<file path="src/rtl/tmr_pkg.sv">
package tmr_pkg;
  localparam int DATA_W     = 32;
  localparam int OFS_CTRL   = 0;
  localparam int OFS_EVT    = 4;   // (0+1)*4
  localparam int OFS_STAMP  = 20;  // (4+1)*4
  localparam int EVT_SEL_LSB   = 0;
  localparam int STAMP_SEL_LSB = 8;
  localparam int EVT_PER_BIT   = 12;
  localparam int EVT_EN_BIT    = 16;
  localparam int STAMP_EN_BIT  = 20;
  localparam logic [1:0] EVT_CODE_US   = 2'd0;
  localparam logic [2:0] STAMP_CODE_US = 3'd1;
  localparam logic [DATA_W-1:0] CTRL_MASK = 32'h0011_1703;
endpackage

</file>
<file path="src/rtl/tmr_tick_gen.sv">
module tmr_tick_gen #(
  parameter int US_DIV   = 24,
  parameter int SLOW_DIV = 100
) (
  input  logic clk,
  input  logic rst_n,
  output logic us_tick,
  output logic slow_tick
);
  localparam int UW = (US_DIV > 2) ? $clog2(US_DIV) : 1;
  localparam int SW = (SLOW_DIV > 2) ? $clog2(SLOW_DIV) : 1;

  logic [UW-1:0] us_cnt_q, us_cnt_d;
  logic [SW-1:0] sl_cnt_q, sl_cnt_d;
  logic          us_wrap, sl_wrap;
  logic          us_tick_q, sl_tick_q;

  always_comb begin
    us_wrap  = (us_cnt_q == UW'(US_DIV - 1));
    sl_wrap  = us_wrap && (sl_cnt_q == SW'(SLOW_DIV - 1));
    us_cnt_d = us_wrap ? '0 : us_cnt_q + 1'b1;
    sl_cnt_d = sl_cnt_q;
    if (us_wrap) sl_cnt_d = sl_wrap ? '0 : sl_cnt_q + 1'b1;
  end

  always_ff @(posedge clk or negedge rst_n) begin
    if (!rst_n) begin
      us_cnt_q  <= '0;
      sl_cnt_q  <= '0;
      us_tick_q <= 1'b0;
      sl_tick_q <= 1'b0;
    end else begin
      us_cnt_q  <= us_cnt_d;
      sl_cnt_q  <= sl_cnt_d;
      us_tick_q <= us_wrap;
      sl_tick_q <= sl_wrap;
    end
  end

  assign us_tick   = us_tick_q;
  assign slow_tick = sl_tick_q;

  // Base tick never on adjacent cycles (needed for one-cycle irq, R11)
  p_tick_spacing_r11: assert property (@(posedge clk) disable iff (!rst_n)
    us_tick |=> !us_tick);
endmodule

</file>
<file path="src/rtl/tmr_event_chan.sv">
module tmr_event_chan #(
  parameter int CNT_W = 16
) (
  input  logic             clk,
  input  logic             rst_n,
  input  logic             en,
  input  logic             periodic,
  input  logic             tick,
  input  logic             load_we,
  input  logic [CNT_W-1:0] load_val,
  output logic [CNT_W-1:0] count,
  output logic             expire_pulse
);
  logic [CNT_W-1:0] load_q, cnt_q, cnt_d;
  logic             done_q, done_d;
  logic             expire, irq_q;

  always_comb begin
    cnt_d  = cnt_q;
    done_d = done_q;
    expire = 1'b0;
    if (!en) begin
      cnt_d  = load_q;
      done_d = 1'b0;
    end else if (tick && !done_q) begin
      if (cnt_q == '0) begin
        expire = 1'b1;
        if (periodic) cnt_d  = load_q;
        else          done_d = 1'b1;
      end else begin
        cnt_d = cnt_q - 1'b1;
      end
    end
  end

  always_ff @(posedge clk or negedge rst_n) begin
    if (!rst_n) begin
      load_q <= '0;
      cnt_q  <= '0;
      done_q <= 1'b0;
      irq_q  <= 1'b0;
    end else begin
      if (load_we) load_q <= load_val;
      cnt_q  <= cnt_d;
      done_q <= done_d;
      irq_q  <= expire;
    end
  end

  assign count        = cnt_q;
  assign expire_pulse = irq_q;

  p_irq_one_cycle_r11: assert property (@(posedge clk) disable iff (!rst_n)
    irq_q |=> !irq_q);
  p_reload_r3: assert property (@(posedge clk) disable iff (!rst_n)
    (expire && periodic && !load_we) |=> (cnt_q == $past(load_q)));
  p_oneshot_stop_r4: assert property (@(posedge clk) disable iff (!rst_n)
    (expire && !periodic) |=> done_q);
  p_done_hold_r4: assert property (@(posedge clk) disable iff (!rst_n)
    (done_q && en) |=> $stable(cnt_q));
endmodule

</file>
<file path="src/rtl/tmr_stamp_chan.sv">
module tmr_stamp_chan #(
  parameter int W = 32
) (
  input  logic         clk,
  input  logic         rst_n,
  input  logic         en,
  input  logic         tick,
  input  logic         load_we,
  input  logic [W-1:0] load_val,
  output logic [W-1:0] count
);
  logic [W-1:0] cnt_q, cnt_d;

  always_comb begin
    cnt_d = cnt_q;
    if (load_we)          cnt_d = load_val;
    else if (en && tick)  cnt_d = cnt_q + 1'b1;
  end

  always_ff @(posedge clk or negedge rst_n) begin
    if (!rst_n) cnt_q <= '0;
    else        cnt_q <= cnt_d;
  end

  assign count = cnt_q;

  p_stamp_step_r8: assert property (@(posedge clk) disable iff (!rst_n)
    (en && tick && !load_we) |=> (cnt_q == $past(cnt_q) + 1'b1));
  p_stamp_hold_r10: assert property (@(posedge clk) disable iff (!rst_n)
    (!en && !load_we) |=> $stable(cnt_q));
endmodule

</file>
<file path="src/rtl/tick_timer.sv">
module tick_timer
  import tmr_pkg::*;
#(
  parameter int ADDR_W   = 5,
  parameter int CNT_W    = 16,
  parameter int US_DIV   = 24,
  parameter int SLOW_DIV = 100
) (
  input  logic              clk,
  input  logic              rst_n,
  input  logic              bus_we,
  input  logic [ADDR_W-1:0] bus_addr,
  input  logic [31:0]       bus_wdata,
  output logic [31:0]       bus_rdata,
  output logic              irq
);
  logic [1:0]        rst_sync_q;
  logic              rst_int_n;
  logic [DATA_W-1:0] ctrl_q, ctrl_d;
  logic              sel_ctrl, sel_evt, sel_stamp;
  logic              us_tick, slow_tick, evt_tick, stamp_tick;
  logic              evt_en, evt_per, stamp_en;
  logic [CNT_W-1:0]  evt_count;
  logic [DATA_W-1:0] stamp_count;

  // Asynchronous assert, synchronous release
  always_ff @(posedge clk or negedge rst_n) begin
    if (!rst_n) rst_sync_q <= 2'b00;
    else        rst_sync_q <= {rst_sync_q[0], 1'b1};
  end
  assign rst_int_n = rst_sync_q[1];

  always_comb begin
    sel_ctrl  = (bus_addr == ADDR_W'(OFS_CTRL));
    sel_evt   = (bus_addr == ADDR_W'(OFS_EVT));
    sel_stamp = (bus_addr == ADDR_W'(OFS_STAMP));
    ctrl_d    = (bus_we && sel_ctrl) ? (bus_wdata & CTRL_MASK) : ctrl_q;
  end

  always_ff @(posedge clk or negedge rst_int_n) begin
    if (!rst_int_n) ctrl_q <= '0;
    else            ctrl_q <= ctrl_d;
  end

  assign evt_en   = ctrl_q[EVT_EN_BIT];
  assign evt_per  = ctrl_q[EVT_PER_BIT];
  assign stamp_en = ctrl_q[STAMP_EN_BIT];
  assign evt_tick   = (ctrl_q[EVT_SEL_LSB +: 2] == EVT_CODE_US) ? us_tick : slow_tick;
  assign stamp_tick = (ctrl_q[STAMP_SEL_LSB +: 3] == STAMP_CODE_US) ? us_tick : slow_tick;

  tmr_tick_gen #(.US_DIV(US_DIV), .SLOW_DIV(SLOW_DIV)) i_tick (
    .clk       (clk),
    .rst_n     (rst_int_n),
    .us_tick   (us_tick),
    .slow_tick (slow_tick)
  );

  tmr_event_chan #(.CNT_W(CNT_W)) i_evt (
    .clk          (clk),
    .rst_n        (rst_int_n),
    .en           (evt_en),
    .periodic     (evt_per),
    .tick         (evt_tick),
    .load_we      (bus_we && sel_evt),
    .load_val     (bus_wdata[CNT_W-1:0]),
    .count        (evt_count),
    .expire_pulse (irq)
  );

  tmr_stamp_chan #(.W(DATA_W)) i_stamp (
    .clk      (clk),
    .rst_n    (rst_int_n),
    .en       (stamp_en),
    .tick     (stamp_tick),
    .load_we  (bus_we && sel_stamp),
    .load_val (bus_wdata),
    .count    (stamp_count)
  );

  always_comb begin
    bus_rdata = '0;
    if (sel_ctrl)       bus_rdata = ctrl_q;
    else if (sel_evt)   bus_rdata = DATA_W'(evt_count);
    else if (sel_stamp) bus_rdata = stamp_count;
  end

  p_ctrl_mask_r2: assert property (@(posedge clk) disable iff (!rst_int_n)
    (ctrl_q & ~CTRL_MASK) == '0);
endmodule

</file>
<file path="config.mk">
export PLATFORM = sky130hd
export DESIGN_NAME = tick_timer
export DESIGN_NICKNAME = d
export VERILOG_FILES = /design/src/rtl/tmr_pkg.sv /design/src/rtl/tmr_tick_gen.sv /design/src/rtl/tmr_event_chan.sv /design/src/rtl/tmr_stamp_chan.sv /design/src/rtl/tick_timer.sv
export SDC_FILE = /design/constraint.sdc
export NUM_CORES = 1
export LEC_CHECK = 0
export CORE_ASPECT_RATIO = 2
export CORE_UTILIZATION = 45
export CTS_CLUSTER_SIZE = 40
export DETAILED_ROUTE_END_ITERATION = 8
export DONT_BUFFER_PORTS = 1
export GPL_TIMING_DRIVEN = 0
export SYNTH_ARGS = -nofsm -noshare
export SYNTH_HDL_FRONTEND = slang
export SYNTH_HIERARCHICAL = 1
export SYNTH_SLANG_ARGS = --single-unit
</file>
<file path="constraint.sdc">
create_clock -name clk -period 4.4 [get_ports clk]
set_input_delay 0.44 -clock clk [delete_from_list [all_inputs] [get_ports clk]]
set_output_delay 0.44 -clock clk [all_outputs]
set_load 0.01 [all_outputs]
</file>
# --- Word-level counts from Yosys, hierarchy flattened ---
# Index checks and enable logic that the tools add are counted.
# W data, S select, Z words.
totals:
  ff_bits: 90
  inputBits: 40
  out_inout_bits: 33
  word_cells: 57
op_classes:
  addsub: 4
  n_eq_ne: 9
  muxes: 20
  n_reduce_logical: 13
op_table:
  columns: ["op", "count"]
  rows:
  - ["$mux W32", 5]
  - ["$mux W16", 4]
  - ["$add A32 B1 Y32 const B", 1]
  - ["$logic_not A16 Y1", 1]
  - ["$sub A16 B1 Y16 const B", 1]
  - ["$eq A5 B5 Y1 const B", 2]
  - ["$mux W1", 9]
  - ["$add A7 B1 Y7 const B", 1]
  - ["$eq A7 B7 Y1 const B", 1]
  - ["$mux W7", 1]
  - ["$logic_and A1 B1 Y1", 6]
  - ["$add A5 B1 Y5 const B", 1]
  - ["$eq A5 B3 Y1 const B", 1]
  - ["$logic_not A5 Y1", 1]
  - ["$mux W5", 1]
  - ["$ne A2 B1 Y1 const B", 2]
  - ["$eq A3 B1 Y1 const B", 1]
  - ["$ne A3 B3 Y1 const B", 1]
  - ["$reduce_and A3 Y1", 1]
  - ["$logic_not A2 Y1", 1]
  - ["$ne A2 B2 Y1 const B", 1]
  - ["$reduce_and A2 Y1", 1]
  - ["$reduce_bool A2 Y1", 1]
  - ["$logic_not A1 Y1", 1]

# --- Longest topological paths before layout ---
# Gate-level depths: netlist (run 1).
depth:
  word_depth: 5
  ltp_mapped: 10
  depth_no_buf: 7

# --- Modules after synthesis ---
# The synthesis (run 1) kept the hierarchy.
by_module_without_submodules:
  columns: ["module", "n_inst", "cells_per_inst", "area_per_inst_um2", "seq_area_each_um2"]
  rows:
  - ["tmr_stamp_chan", 1, 225, 1943.1, 800.8]
  - ["tmr_event_chan", 1, 167, 1871.8, 850.8]
  - ["tick_timer", 1, 95, 915.9, 250.2]
  - ["tmr_tick_gen", 1, 53, 595.6, 350.3]

# --- Least setup slack after synthesis (run 1) ---
# Ideal clock, no wire load.
synth_path:
  kind: "input to register"
  start: "input bus_addr[4]"
  end: "register i_evt.load_q[10]"
  setup_time_ps: 125
  arrival_ps: 2119
  t_required_ps: 4275
  setup_slack_ps: 2157
  cell_stages: 8
  path_buffers: 4
  cell_sequence: "buf_6 > nor2_4 > and3_1 > buf_2 > and2_1 > clkbuf_1 > buf_1 > mux2_2"
synth_via:
  elab_chain_len: 2
synth_lines:
  columns: ["element", "line_no", "source"]
  rows:
  - ["from (decl)", "tick_timer.sv:12", "input logic [ADDR_W-1:0] bus_addr,"]
  - ["$eq A5 B3 Y1", "tick_timer.sv:35", "sel_evt = (bus_addr == ADDR_W'(OFS_EVT));"]
  - ["$logic_and A1 B1 Y1", "tick_timer.sv:64", ".load_we (bus_we && sel_evt),"]
  - ["to (signal assigned)", "tmr_event_chan.sv:43", "if (load_we) load_q <= load_val;"]
  - ["to (decl)", "tmr_event_chan.sv:14", "logic [CNT_W-1:0] load_q, cnt_q, cnt_d;"]
# No other way between the ends.
# A chain may end at the register's enable or synchronous reset.

# --- Final worst setup path (run 1) ---
layout_path:
  start: "register ctrl_q[10]"
  end: "register i_stamp.cnt_q[20] (netlist: i_stamp/count[20])"
layout_via:
  elab_chain_len: 4
layout_lines:
  columns: ["element", "line_no", "source"]
  rows:
  - ["from (decl)", "tick_timer.sv:19", "logic [DATA_W-1:0] ctrl_q, ctrl_d;"]
  - ["from (signal assigned)", "tick_timer.sv:42", "else ctrl_q <= ctrl_d;"]
  - ["$eq A3 B1 Y1", "tick_timer.sv:49", "assign stamp_tick = (ctrl_q[STAMP_SEL_LSB +: 3] == STAMP_CODE_US) ? us_tick : slow_tick;"]
  - ["$mux W1", "tick_timer.sv:49", null]
  - ["net stamp_tick", "tick_timer.sv:21", "logic us_tick, slow_tick, evt_tick, stamp_tick;"]
  - ["$logic_and A1 B1 Y1", "tmr_stamp_chan.sv:17", "else if (en && tick) cnt_d = cnt_q + 1'b1;"]
  - ["$reduce_bool A2 Y1 (no source line)", null, null]
  - ["to (signal assigned)", "tmr_stamp_chan.sv:22", "else cnt_q <= cnt_d;"]
  - ["to (decl)", "tmr_stamp_chan.sv:12", "logic [W-1:0] cnt_q, cnt_d;"]
# The timed path passes the listed nets, and every way through them passes these cells.

==> flow_summary.toml, run 1 <==
[timing]
setup_ws_ps = 1540
maxClockFrequency_mhz = 349
timing.final.crit_share = 0.651
tns_ps = 0
report.final.setup_viol = 0
finalCriticalPeriod_ps = 2860
slew_viol_final = 0
worst_max_slew_pin_slew_ps = 725
finalClockSkew_ps = 8.27
grt_setup_unrepaired = "false"
whs_ps = 222
final_hold_viol_count = 0
relSlewSlack = 0.517

[drt]
drt-total-wl_microns = 15800
detailroute.via_count = 4457
detail_route.vias_per_cell = 6.38
drt_pre_antenna_iters = 5
route.detailed.drc = 0
routed_wire_length_per_instance_microns = 22.6
detail_route.iter0.violations = 240
postRouteAntennaNets = 0

[synth]
synthDistinctLibCells = 76
synth_enable_flop_cells = 0
avgSynthCellArea_sq_um = 9.86
mappedNetlistArea_sq_mm = 0.00533
synthCells = 540
synth.net_count = 585
synth-async-reset-ratio = 1.00
ys_top_cells_by_area = "sky130_fd_sc_hd__dfrtp_1 42%, sky130_fd_sc_hd__mux2_2 4.2%, sky130_fd_sc_hd__nand2_1 3.5%"
synth_ff_type = "sky130_fd_sc_hd__dfrtp_1"
synth_top_area_share = 0.423
synth_seq_area_share = 0.423
synth-seq-cells = 90
most_area_hungry_cell_type_in_the_yosys_netlist = "sky130_fd_sc_hd__dfrtp_1"
yosysWarningCount = 6
yosys-top-cells-count = "90 x sky130_fd_sc_hd__dfrtp_1, 50 x sky130_fd_sc_hd__nand2_1, 34 x sky130_fd_sc_hd__nand3_1"
synth_most_common_cell = "sky130_fd_sc_hd__dfrtp_1"

[run_status]
outcome = "finished clean"

[global_routing]
vias_in_the_first_global_route = 4580
sum_of_overflow_across_all_layers_after_global_routing = 0
grt_antenna_before_repair = 0
pin_count_of_the_biggest_net_entering_global_routing = 56
grt_use_total = 0.270
grt_pass1_wl_microns = 24700

[worst_setup_path]
criticalPathCategory = "register to register"
reg2reg_depth = 7
worstSetupEndpointType = "register"
worst_r2r_endpoint = "i_stamp/count[20]$_DFFE_PN0P_"
crit_path_max_fanout = 10
worstPathRequired_ps = 4660
rrSetupSlack_ps = 1540
type_of_origin_of_the_critical_path = "register"
timing.critical_path.arrival_ps = 3120
reg_to_reg_startpoint = "ctrl_q[10]$_DFFE_PN0P_"

[die]
die_y_microns = 156
floorplan.initialDensity = 0.466
ioPinCount = 73
die_w_microns = 78.9
placement_rows = 55
coreArea_sq_mm = 0.0114
design.die.area_sq_mm = 0.0123

[min_path]
hold_depth = 2
whs_endpoint = "i_stamp/count[16]$_DFFE_PN0P_"
hold_path_startpoint = "bus_wdata[16]"
worstHoldPathType = "primary input to register"

[pwr]
fraction_of_power_spent_switching_nets = 0.349
p_sw_mw = 0.966
power.internal_mw = 1.80
power.static_leakage_nw = 2.39
peakVddDrop_mv = 0.240
combinationalPowerShare = 0.254
seq_power_share = 0.455
pwr_density_cell_mw_per_mm2 = 473
power.clock.fraction = 0.291

[finish]
n_antenna_cell = 0
fill_cells = 1114
number_of_nets_in_the_layout = 598
layout.cell_area.non_filler_sq_mm = 0.00585
final_core_utilization = 0.512
layout_cell_share_with_drive_strength_beyond_1 = 0.147
area_growth_pct = 9.77

[place]
dp_slack_ps = 1490
hpwl_detailed_microns = 12300
dpl-instance-area_sq_mm = 0.00554
port-buffer-count = 0
gpl.final_weighted_congestion = 0.926

[cts]
clk-insertion-delay-late_ps = 340
post_cts_buffers = 0
tritoncts.num_buffers = 9
clk_root_buffer_cell = "sky130_fd_sc_hd__clkbuf_16"
clock-sinks = 90
max-clock-path-buffers = 2
htree_num_levels = 3
cts_hold_buf = 1
post_cts.resized_instances = 0
cts_tree = "built"
path_clk_slew_ps = 70

[job]
cap_viol_max_count = 0
flip-flops by register name, summed over array words and instances (netlist names), 2 cells and up:
register	flops
i_evt/count	16
rst_sync_q	2
i_tick/us_cnt_q	5
i_stamp/count	32
ctrl_q	8
i_tick/sl_cnt_q	7
i_evt/load_q	16
how the worst max path moves through the flow:
stage	from	to	slack [ps]
global route	ctrl_q[10]$_DFFE_PN0P_	i_stamp/count[20]$_DFFE_PN0P_	1440
floorplan	rst_sync_q[1]$_DFF_PN0_	ctrl_q[0]$_DFFE_PN0P_	1710
detailed placement	bus_addr[4]	i_evt/load_q[7]$_DFFE_PN0P_	1490
global placement	rst_sync_q[1]$_DFF_PN0_	i_stamp/count[20]$_DFFE_PN0P_	600
finish	ctrl_q[10]$_DFFE_PN0P_	i_stamp/count[20]$_DFFE_PN0P_	1540
CTS	ctrl_q[10]$_DFFE_PN0P_	i_stamp/count[20]$_DFFE_PN0P_	1550
stage by stage:
stage                     std cells  power, mW
after global routing            699       2.91
after floorplan                 540       1.72
after global placement          682       1.94
final                           699       2.77
after detailed placement        683       1.96
after CTS                       699       2.78
layer usage:
metal	vias up	share of wire	routed length, microns	track usage
met5	-	0	0	0
met4	0	0.066	1050	0.184
met3	51	0.031	494	0.0363
met2	145	0.56	8820	0.512
met1	2187	0.34	5430	0.262
li1	2074	-	-	-
layout by cell type, fill, tap and decap left out, drive strengths merged, types with 5 or more instances in the layout:
| cell | count |
|---|---|
| ha | 5 |
| a22o | 11 |
| buf | 13 |
| nor2 | 30 |
| and3 | 5 |
| xnor2 | 8 |
| nand4 | 15 |
| or4 | 16 |
| mux2i | 10 |
| and4 | 8 |
| mux2 | 29 |
| o31ai | 11 |
| nand2 | 50 |
| a31oi | 21 |
| a21oi | 12 |
| dfrtp | 90 |
| or3 | 8 |
| nor4 | 9 |
| xor2 | 8 |
| and2 | 23 |
| clkbuf | 29 |
| inv | 10 |
| nor3 | 12 |
| o21ai | 36 |
| nand3 | 34 |
power by group through the flow:
stage / combinational, mW / sequential [mW] / clock, mW
4_1_cts: 0.701 / 1.25 / 0.824
6_report: 0.704 / 1.26 / 0.806
2_1_floorplan: 0.544 / 1.18 / 0
3_3_place_gp: 0.670 / 1.27 / 0
5_1_grt: 0.770 / 1.29 / 0.854
3_5_place_dp: 0.697 / 1.27 / 0
final cells by class:
class | count | area (sq um) | area share
inverters | 11 | 41.3 | 0.00706
well taps | 142 | 178 | 0.0304
multi-input cells | 410 | 2850 | 0.487
plain buffers | 29 | 188 | 0.0321
flip-flops and latches | 90 | 2260 | 0.386
clock inverters | 3 | 65.1 | 0.0111
clock buffers | 12 | 236 | 0.0404
repair buffers | 2 | 37.5 | 0.00642
cells by family (layout without fill, tap and decap cells):
logic type	after synthesis	in the layout	share of synthesized area
AND/OR/NAND/NOR	229	229	0.252
flip-flops	90	90	0.423
adder cells (fa/ha/maj)	5	5	0.0117
buffers and inverters	40	57	0.0430
XOR/XNOR	16	16	0.0263
AO/OA/AOI/OAI	120	120	0.158
other	1	1	0.000704
multiplexers	39	39	0.0857
critical path, stage by stage (launching register included):
cell and delay, ps:
sky130_fd_sc_hd__dfrtp_1 400, sky130_fd_sc_hd__nor3b_1 250, sky130_fd_sc_hd__mux2_2 280, sky130_fd_sc_hd__and4_1 400, sky130_fd_sc_hd__nand4_1 430, sky130_fd_sc_hd__clkbuf_1 390, sky130_fd_sc_hd__or3_1 430, sky130_fd_sc_hd__a31oi_1 190
(Power assumes the default switching activity.)
==> run 2, diff against run 1 <==
- ABC_AREA: not set -> 1
- clock period: 4.4 -> 2.3 ns (I/O delays scaled with it)
==> run 2 against run 1 <==
Die area increased by 10%. Largest cell class unchanged. Count of clock-buffer cells in the layout fell by 2. Largest power group unchanged. Highest routed layer unchanged. Clock power up 110%. Critical path depth grew 3. Setup slack worse by 1400 ps. Hold slack got worse by 210 ps. Critical endpoint is now i_stamp/count[28]$_DFFE_PN0P_. Area after synthesis increased by 11%. Combinational power increased by 97%.
==> flow_summary.toml, run 2 <==
[run_status]
outcome = "finished clean"

[synth]
synthCells = 845
synthMuxAreaShare = 0.0229
mappedNetlistArea_sq_mm = 0.00590
synth.net_count = 890
yosys-top-cells-count = "313 x sky130_fd_sc_hd__nand2_1, 92 x sky130_fd_sc_hd__nor2_1, 90 x sky130_fd_sc_hd__dfrtp_1"
synth_top_area_share = 0.382
synth_simple_gate_area_frac = 0.426
synth-seq-cells = 90
avgSynthCellArea_sq_um = 6.98
most_area_hungry_cell_type_in_the_yosys_netlist = "sky130_fd_sc_hd__dfrtp_1"
synthDistinctLibCells = 36
synth_ff_type = "sky130_fd_sc_hd__dfrtp_1"
compound_gate_portion_of_the_synthesized_area = 0.0531
synth_seq_area_share = 0.382
synth-async-reset-ratio = 1.00
synth_enable_flop_cells = 0
synth_top_family_by_area = "simple AND/OR/NAND/NOR gates"
yosysWarningCount = 6
synth-xor-area-share = 0.0238
synth_most_common_cell = "sky130_fd_sc_hd__nand2_1"
ys_top_cells_by_area = "sky130_fd_sc_hd__dfrtp_1 38%, sky130_fd_sc_hd__nand2_1 20%, sky130_fd_sc_hd__nand3_1 6.1%"
share_of_synthesized_cell_area_in_full_adder_half_adder_and_majority_cells = 0.0106

[cts]
post_cts.resized_instances = 0
cts_hold_buf = 1
post_cts_buffers = 0
htree_num_levels = 3
clock-sinks = 90
tritoncts.num_buffers = 9
clk-insertion-delay-late_ps = 350
clk_root_buffer_cell = "sky130_fd_sc_hd__clkbuf_16"
max-clock-path-buffers = 2
path_clk_slew_ps = 70
cts_tree = "built"

[global_routing]
pin_count_of_the_biggest_net_entering_global_routing = 61
grt_use_total = 0.269
grt_antenna_before_repair = 0
sum_of_overflow_across_all_layers_after_global_routing = 0
grt_pass1_wl_microns = 28000
vias_in_the_first_global_route = 5577

[timing]
whs_ps = 7.63
slew_viol_final = 0
finalClockSkew_ps = 8.94
final_hold_viol_count = 0
relSlewSlack = 0.577
worst_max_slew_pin_slew_ps = 635
finalCriticalPeriod_ps = 2150
timing.final.crit_share = 0.936
maxClockFrequency_mhz = 464
grt_setup_unrepaired = "false"
report.final.setup_viol = 0

[die]
coreArea_sq_mm = 0.0127
die_y_microns = 164
ioPinCount = 73
design.die.area_sq_mm = 0.0136
placement_rows = 58
floorplan.initialDensity = 0.464
die_w_microns = 82.9

[drt]
detail_route.iter0.violations = 342
top_signal_layer_used = "met4"
drt_pre_antenna_iters = 6
route.detailed.drc = 0
met2_wirelength_microns = 9890
detailroute.via_count = 5472
route.layer.met1.wl_microns = 5770
detail_route.vias_per_cell = 5.40
drt-total-wl_microns = 17800
postRouteAntennaNets = 0
routed-wl-met3_microns = 690
routed_wire_length_per_instance_microns = 17.6

[worst_setup_path]
criticalPathCategory = "register to register"
type_of_origin_of_the_critical_path = "register"
crit_path_max_fanout = 10
timing.critical_path.arrival_ps = 2440
worstSetupEndpointType = "register"
worstPathRequired_ps = 2590

[finish]
area_growth_pct = 9.55
layout_common_cells = "313 x sky130_fd_sc_hd__nand2_1, 92 x sky130_fd_sc_hd__nor2_1, 89 x sky130_fd_sc_hd__dfrtp_1"
layout.cells.most_common = "sky130_fd_sc_hd__nand2_1"
layout.cells.non_filler = 1013
multiInputGateArea_sq_mm = 0.00316
largest_register_ffs = 32
final_core_utilization = 0.509
seq_area_sq_mm = 0.00226
n_antenna_cell = 0
layout_cell_share_with_drive_strength_beyond_1 = 0.110
number_of_nets_in_the_layout = 903
fill_cells = 1285
layout.cell_area.non_filler_sq_mm = 0.00646

[place]
dp.cells = 996
gpl.final_weighted_congestion = 0.940
port-buffer-count = 0
hpwl_detailed_microns = 14000
dpl-instance-area_sq_mm = 0.00611

[pwr]
power.static_leakage_nw = 3.12
pwr_density_cell_mw_per_mm2 = 850
peakVddDrop_mv = 0.398

[min_path]
worstHoldPathType = "primary input to register"

[job]
cap_viol_max_count = 0
[run 2: per-layer routing]
metal  track usage  up-vias
met1         0.240     2525
li1              -     2692
met5             0        -
met2         0.523      178
met4         0.223        0
met3        0.0382       77
[run 2: final cells by class]
cell class                 instances  share of cell area
multi-input combinational        641               0.490
sequential                        90               0.349
inverter                          93              0.0544
clock buffer                      10              0.0370
tap                              150              0.0291
buffer                            21              0.0198
clock inverter                     6              0.0147
timing repair buffer               2             0.00581
[run 2: final timing paths]
| kind | startpoint | to | slack (ps) | cells after the start |
|---|---|---|---|---|
| max | ctrl_q[10]$_DFFE_PN0P_ | i_stamp/count[28]$_DFFE_PN0P_ | 150 | 10 |
| min | bus_wdata[5] | i_evt/load_q[5]$_DFFE_PN0P_ | 8 | 2 |
| max reg2reg | ctrl_q[10]$_DFFE_PN0P_ | i_stamp/count[28]$_DFFE_PN0P_ | 150 | 10 |
| min reg2reg | rst_sync_q[1]$_DFF_PN0_ | i_stamp/count[28]$_DFFE_PN0P_ | 270 | 0 |
| max in group asynchronous | rst_sync_q[1]$_DFF_PN0_ | i_evt/load_q[2]$_DFFE_PN0P_ | 1370 | 1 |
| min in group asynchronous | rst_n | rst_sync_q[1]$_DFF_PN0_ | 110 | 1 |
[run 2: stage by stage]
step / setup WS (ps) / total power [mW] / TNS (ps)
after floorplan: 587 / 3.37 / 0
after global placement: -16.9 / 3.76 / -39.5
after detailed placement: -16.8 / 3.81 / -43.4
after CTS: 150 / 5.51 / 0
after global routing: 6.71 / 5.81 / 0
final: 147 / 5.49 / 0
[run 2: worst max-delay path, cell delays in order, from the launching register on]
cell                      delay [ps]
sky130_fd_sc_hd__dfrtp_1         400
sky130_fd_sc_hd__nor2_1          110
sky130_fd_sc_hd__nand2_1          70
sky130_fd_sc_hd__o21ai_0         220
sky130_fd_sc_hd__nand2_1         230
sky130_fd_sc_hd__inv_1           180
sky130_fd_sc_hd__nand2_1         170
sky130_fd_sc_hd__inv_1           230
sky130_fd_sc_hd__buf_2           290
sky130_fd_sc_hd__nand3_1         110
sky130_fd_sc_hd__nand2_1          60
[run 2: cells by family after synthesis]
logic type,after synthesis
compound gates,54
simple gates,553
mux,12
xor+xnor,16
other cells,1
flops,90
fa+ha+maj,5
buf+inv,114
[run 2: power by group]
group	switching, mW	total (mW)	internal (mW)	leakage (nW)
logic	0.858	1.39	0.531	1.81
clock network	0.692	1.69	0.997	0.164
registers	0.511	2.41	1.90	1.14
